## config.mk

```make
export PLATFORM = sky130hd
export DESIGN_NAME = holdover_ctrl
export DESIGN_NICKNAME = d
export VERILOG_FILES = /design/src/rtl/ho_pkg.sv /design/src/rtl/ho_ref_monitor.sv /design/src/rtl/ho_lock_gate.sv /design/src/rtl/ho_reacq_counter.sv /design/src/rtl/ho_fsm.sv /design/src/rtl/holdover_ctrl.sv
export SDC_FILE = /design/constraint.sdc
export NUM_CORES = 1
export LEC_CHECK = 0
export ABC_CLOCK_PERIOD_IN_PS = 7000
export BUFFER_PORTS_ARGS = -buffer_cell sky130_fd_sc_hd__buf_4
export CORE_ASPECT_RATIO = 0.75
export CORE_UTILIZATION = 30
export CTS_CLUSTER_SIZE = 30
export DETAILED_ROUTE_END_ITERATION = 8
export RECOVER_POWER = 50
export SETUP_SLACK_MARGIN = 0.1
export SYNTH_ARGS = -nofsm -noshare
export SYNTH_HDL_FRONTEND = slang
export SYNTH_HIERARCHICAL = 1
export SYNTH_SLANG_ARGS = --single-unit
```

## constraint.sdc

```tcl
create_clock -name clk -period 7 [get_ports clk]
set_input_delay 1.75 -clock clk [delete_from_list [all_inputs] [get_ports clk]]
set_output_delay 1.75 -clock clk [all_outputs]
set_load 0.005 [all_outputs]
```

## src/rtl/ho_pkg.sv

```systemverilog
package ho_pkg;

    localparam int unsigned HO_LOCK_CYCLES = 64;

    typedef enum logic [1:0] {
        ST_NORMAL = 2'd0,
        ST_HOLD   = 2'd1,
        ST_REACQ  = 2'd2,
        ST_PRESET = 2'd3
    } ho_state_e;

    typedef struct packed {
        logic present;
        logic valid_edge;
    } ho_ref_s;

    typedef struct packed {
        logic cp_tristate;
        logic cp_preset;
        logic hold;
        logic reacq;
    } ho_out_s;

    function automatic ho_out_s ho_decode(input ho_state_e st);
        ho_out_s o;
        o = '0;
        case (st)
            ST_HOLD:   begin o.cp_tristate = 1'b1; o.hold = 1'b1; end
            ST_REACQ:  o.reacq = 1'b1;
            ST_PRESET: o.cp_preset = 1'b1;
            default:   o = '0;
        endcase
        return o;
    endfunction

    function automatic ho_state_e ho_reset_state(input logic preset);
        return preset ? ST_PRESET : ST_NORMAL;
    endfunction

endpackage

```

## src/rtl/ho_ref_monitor.sv

```systemverilog
module ho_ref_monitor
    import ho_pkg::*;
#(
    parameter int unsigned TO_W = 16
) (
    input  logic            clk,
    input  logic            rst,
    input  logic            ref_edge,
    input  logic [TO_W-1:0] cfg_timeout,
    output ho_ref_s         ref_st
);
    localparam int unsigned EW = TO_W + 1;

    logic [TO_W-1:0] gap_cnt;
    logic            present;
    logic [EW-1:0]   gap_next;

    assign gap_next = {1'b0, gap_cnt} + EW'(1);

    always_ff @(posedge clk) begin
        if (rst) begin
            gap_cnt <= '0;
            present <= 1'b0;
        end else if (ref_edge) begin
            gap_cnt <= '0;
            present <= 1'b1;
        end else begin
            if (gap_cnt < cfg_timeout) begin
                gap_cnt <= gap_cnt + TO_W'(1);
            end
            if (gap_next >= {1'b0, cfg_timeout}) begin
                present <= 1'b0;
            end
        end
    end

    assign ref_st.present    = present;
    assign ref_st.valid_edge = ref_edge & present;
endmodule

```

## src/rtl/ho_lock_gate.sv

```systemverilog
module ho_lock_gate (
    input  logic phase_out_win,
    input  logic cycle_slip,
    input  logic lock_in,
    input  logic bypass,
    output logic trigger
);
    logic oolock_ev;
    logic gate_ok;

    assign oolock_ev = phase_out_win | cycle_slip;
    assign gate_ok   = lock_in | bypass;
    assign trigger   = oolock_ev & gate_ok;
endmodule

```

## src/rtl/ho_reacq_counter.sv

```systemverilog
module ho_reacq_counter #(
    parameter int unsigned LOCK_CYCLES = 64
) (
    input  logic clk,
    input  logic rst,
    input  logic clr,
    input  logic inc,
    output logic done
);
    localparam int unsigned CW = (LOCK_CYCLES > 1) ? $clog2(LOCK_CYCLES) : 1;
    localparam logic [CW-1:0] LAST = CW'(LOCK_CYCLES - 1);

    logic [CW-1:0] cnt;

    always_ff @(posedge clk) begin
        if (rst || clr) begin
            cnt <= '0;
        end else if (inc) begin
            cnt <= cnt + CW'(1);
        end
    end

    assign done = inc & (cnt == LAST);
endmodule

```

## src/rtl/ho_fsm.sv

```systemverilog
module ho_fsm
    import ho_pkg::*;
(
    input  logic      clk,
    input  logic      rst,
    input  logic      cfg_preset,
    input  logic      trigger,
    input  logic      valid_edge,
    input  logic      reacq_done,
    output ho_state_e state
);
    ho_state_e nxt;

    always_comb begin
        nxt = state;
        if (cfg_preset) begin
            nxt = ST_PRESET;
        end else begin
            case (state)
                ST_PRESET: nxt = ST_NORMAL;
                ST_NORMAL: if (trigger) nxt = ST_HOLD;
                ST_HOLD:   if (valid_edge) nxt = ST_REACQ;
                ST_REACQ: begin
                    if (trigger)         nxt = ST_HOLD;
                    else if (reacq_done) nxt = ST_NORMAL;
                end
                default:   nxt = ST_NORMAL;
            endcase
        end
    end

    always_ff @(posedge clk) begin
        if (rst) state <= ho_reset_state(cfg_preset);
        else     state <= nxt;
    end
endmodule

```

## src/rtl/holdover_ctrl.sv

```systemverilog
module holdover_ctrl
    import ho_pkg::*;
#(
    parameter int unsigned TO_W        = 16,
    parameter int unsigned LOCK_CYCLES = HO_LOCK_CYCLES
) (
    input  logic            clk,
    input  logic            rst,
    input  logic            ref_edge,
    input  logic            phase_out_win,
    input  logic            cycle_slip,
    input  logic            lock_in,
    input  logic            cfg_hold_bypass,
    input  logic            cfg_preset,
    input  logic [TO_W-1:0] cfg_ref_timeout,
    output logic            cp_tristate,
    output logic            cp_preset,
    output logic            hold_active,
    output logic            reacq_active
);
    ho_ref_s   ref_st;
    ho_state_e state;
    ho_out_s   outs;
    logic      trigger;
    logic      reacq_done;
    logic      in_reacq;

    ho_ref_monitor #(.TO_W(TO_W)) u_refmon (
        .clk         (clk),
        .rst         (rst),
        .ref_edge    (ref_edge),
        .cfg_timeout (cfg_ref_timeout),
        .ref_st      (ref_st)
    );

    ho_lock_gate u_gate (
        .phase_out_win (phase_out_win),
        .cycle_slip    (cycle_slip),
        .lock_in       (lock_in),
        .bypass        (cfg_hold_bypass),
        .trigger       (trigger)
    );

    assign in_reacq = (state == ST_REACQ);

    ho_reacq_counter #(.LOCK_CYCLES(LOCK_CYCLES)) u_cnt (
        .clk  (clk),
        .rst  (rst),
        .clr  (!in_reacq),
        .inc  (in_reacq & ref_st.valid_edge),
        .done (reacq_done)
    );

    ho_fsm u_fsm (
        .clk        (clk),
        .rst        (rst),
        .cfg_preset (cfg_preset),
        .trigger    (trigger),
        .valid_edge (ref_st.valid_edge),
        .reacq_done (reacq_done),
        .state      (state)
    );

    assign outs         = ho_decode(state);
    assign cp_tristate  = outs.cp_tristate;
    assign cp_preset    = outs.cp_preset;
    assign hold_active  = outs.hold;
    assign reacq_active = outs.reacq;
endmodule

```

## Yosys cells after proc, flatten, opt, wreduce, memory -nomap -nowiden

Cells that the tools add are included.

- Register bits: 25
- Input bits: 24
- Output and inout port bits: 4
- Logic and storage cells: 41

- Add/sub/neg operators: 3
- Order comparisons: 2
- Eq/ne operators: 7
- Multiplexer cells: 13
- Bitwise logic cells: 6
- Reduce and logical (&&, ||, !) cells: 6

Operator list:

| operator | number |
|---|---|
| $add A16 B1 Y17 const B | 1 |
| $ge A17 B16 Y1 | 1 |
| $add A16 B1 Y16 const B | 1 |
| $lt A16 B16 Y1 | 1 |
| $mux W2 | 7 |
| $pmux W2 S4 | 1 |
| $add A6 B1 Y6 const B | 1 |
| $eq A6 B6 Y1 const B | 1 |
| $mux W1 | 5 |
| $ne A5 B5 Y1 const B | 1 |
| $and A1 B1 Y1 | 4 |
| $eq A2 B2 Y1 const B | 2 |
| $ne A4 B3 Y1 const B | 1 |
| $ne A4 B4 Y1 const B | 1 |
| $reduce_and A3 Y1 | 1 |
| $eq A2 B1 Y1 const B | 1 |
| $logic_not A2 Y1 | 1 |
| $or A1 B1 Y1 | 2 |
| $reduce_bool A2 Y1 | 1 |
| $reduce_or A2 Y1 | 1 |
| $logic_not A1 Y1 | 1 |
| $logic_or A1 B1 Y1 | 1 |

## Depth between registers and ports, before layout

- Depth in word-level cells: 8
- Mapped depth: 12

## Modules after synthesis

Netlist, hierarchy kept.

Modules (own cells, without submodules):

| module | times used | cells each | area an instance (µm²) | seq. area each (µm²) |
|---|---|---|---|---|
| ho_ref_monitor | 1 | 207 | 1699.1 | 340.3 |
| ho_reacq_counter | 1 | 30 | 270.3 | 120.1 |
| ho_fsm | 1 | 11 | 121.4 | 60.1 |
| holdover_ctrl | 1 | 6 | 46.3 | 0.0 |
| ho_lock_gate | 1 | 1 | 8.8 | 0.0 |

## Worst setup path before layout

No wires, ideal clock.

- Kind: input -> register
- Start: input cfg_ref_timeout[11]
- End: register u_refmon.gap_cnt[13]
- Setup time: 71 ps
- Data arrival time: 3315 ps
- Data required time: 6929 ps
- Setup slack: 3614 ps
- Cell stages on the path: 9
- Cell sequence: inv_1 ha_1 a21oi_1 o21ai_1 a211oi_4 nand3_2 buf_6 or3_1 a21oi_1

- Word-level cells in the longest chain between the ends: 1

Ends and longest elaborated chain:

| what | RTL line | RTL |
|---|---|---|
| start: declaration | holdover_ctrl.sv:15 | `input logic [TO_W-1:0] cfg_ref_timeout,` |
| $lt A16 B16 Y1 | ho_ref_monitor.sv:28 | `if (gap_cnt < cfg_timeout) begin` |
| end signal: assignment | ho_ref_monitor.sv:29 | `gap_cnt <= gap_cnt + TO_W'(1);` |
| end: declaration | ho_ref_monitor.sv:14 | `logic [TO_W-1:0] gap_cnt;` |

Every way passes these cells.
A chain may end at the register's enable or synchronous reset.

## Worst setup path after layout

- Start: input cfg_ref_timeout[11]
- End: register u_refmon.gap_cnt[11]

The elaborated chain is that of the path after synthesis.

==> summary.txt <==
hold path start -> u_cnt/cnt[5]$_SDFFE_PP0P_
Cell Area, Synth -> 0.00214 mm2
TritonCTS Buffers -> 3
most frequent cells in the layout -> ha_1 (34), dfxtp_1 (23), nor2_1 (20), buf_4 (19), a21oi_1 (19)
post-CTS resize count -> 0
Routed WL -> 4.59 mm
Setup crit start kind -> input port
share of cells above drive strength 1 -> 14.7%
Mapped Cells -> 254
core area -> 0.00686 mm2
DRC violation count after routing -> 0
commonest non-fill, non-tap cell in the layout -> ha_1
delay-heaviest family, CP -> simple AND/OR/NAND/NOR gates
Hold Slack -> 486 ps
H-tree levels -> 1
slowest CP cell -> or3b_1
initial antenna violation count -> 0
Final Non-Filler Cells -> 376
Hold WC Path Type -> reg -> reg
DP Area -> 0.00242 mm2
CP most frequent cell -> a21oi_1
CP required -> 7210 ps
die width -> 99.5 um
synthesized area per cell -> 8.42 um2
HPWL after DPL -> 3.72 mm
global-route wire length before repair -> 7.89 mm
Root Driver -> clkbuf_8
die area -> 0.00747 mm2
n_diodes -> 0
VDD IR-drop max -> 0.0812 mV
via count -> 1829
R2R Path Start -> u_refmon/gap_cnt[0]$_SDFFE_PP0N_
number of global-route vias before repair -> 1725
WL per Instance -> 12.2 um
# IOs -> 28
pwr dens -> 116 mW/mm2
gr ovfl total -> 0
Tot GR Track Use -> 13.4%
CTS Buffer Depth -> 2
Post-CTS Setup Bufs -> 0
filler instances -> 714
CP Cell Sequence -> buf_4 -> inv_1 -> ha_1 -> a21oi_1 -> o21ai_1 -> a211oi_4 -> nand3_2 -> or3b_1 -> a21oi_1
Finished Cell Area -> 0.00245 mm2
Clk Latency, worst-skew pair -> 280 ps
clk sinks -> 25
hold_buf cts -> 0
GP Congestion -> 0.813
pin count of the biggest net entering global routing -> 23
initial core utilization -> 31.2%
Die Ht -> 75.1 um
Crit path buffers/inverters -> 2
largest fanout on the critical path -> 22
NumNets Final -> 337
# Max-Cap Violations -> 0
vias per cell -> 4.86
Max-slew headroom -> 70.4%
CP startpoint -> cfg_ref_timeout[11]
status -> completed
antenna viol nets, final -> 0
max-slew violations -> 0
unrepaired setup endpoints after global routing -> false
CTS tree -> yes
final hold violation count -> 0
final core occ -> 35.7%
initial DRC count -> 84
Tcrit/Tclk final -> 51.5%
syn_nets -> 312
Critical Path Sink Type -> register
CP Data Arrival Time -> 3810 ps
fmax -> 277 MHz
Critical Path Max Stage Delay -> 480 ps
setup violators final -> 0
clk slew on worst S/H paths -> 100 ps
Cells after DPL -> 372
synthesis-to-layout area growth -> 14.6%
DR pass1 iterations -> 5
row count -> 26
Setup TNS Final -> 0 ps
minimum clock period -> 3610 ps
Setup CP Type -> in -> reg
Worst-Margin Slew -> 441 ps
Lkg Pwr -> 0.00105 uW
IO buf count -> 27
clk_skew -> 7.34 ps
yosys warns -> 6
==> cell type report <==
class	count	area (um2)	share of cell area, %
clock buffers	3	41.3	1.68
multi-input cells	205	1500	61.3
flip-flops and latches	25	520	21.2
repair buffers	27	195	7.96
well taps	98	123	5.00
inverters	17	63.8	2.60
clock inverters	1	6.26	0.255
==> metal layers <==
metal / share of wire [%] / global-route usage (%) / routed length, um
met3: 3.3 / 2.41 / 150
met2: 40 / 21.1 / 1840
met5: 0 / 0 / 0
met1: 56 / 19.4 / 2570
met4: 0.63 / 1.96 / 29
==> registers in the layout (all words and copies together), names as in the netlist <==
signal            cells
u_cnt/cnt             6
u_fsm/state           2
u_refmon/gap_cnt     16
u_refmon/present      1
==> where the power goes <==
part / internal [uW] / total [uW] / switching, uW
Sequential: 147 / 150 / 3.40
Clock: 40.7 / 89.7 / 49.0
Combinational: 23.2 / 44.0 / 20.8
==> worst paths after layout <==
kind / end / slack [ps] / cells after the start
setup / recovery: u_refmon/gap_cnt[11]$_SDFFE_PP0N_ / 3390 / 9
hold / removal: u_cnt/cnt[5]$_SDFFE_PP0P_ / 490 / 2
setup reg to reg: u_refmon/present$_SDFFE_PP0P_ / 4080 / 12
hold reg to reg: u_cnt/cnt[5]$_SDFFE_PP0P_ / 490 / 2
==> worst reg2reg max path, delay by kind of cell (launching register included) <==
family	cells	cell delay [ps]
fa+ha+maj	2	590
xor+xnor	1	160
simple gates	6	1080
flops	1	410
compound gates	3	560
==> per-stage QoR <==
| stage | worst slack, ps | total power (uW) |
|---|---|---|
| floorplan | 3610 | 178 |
| global placement | 3190 | 198 |
| detailed placement | 3110 | 198 |
| CTS | 3390 | 289 |
| global route | 3140 | 300 |
| finish | 3390 | 284 |
Power figures use the tool's default switching activity.
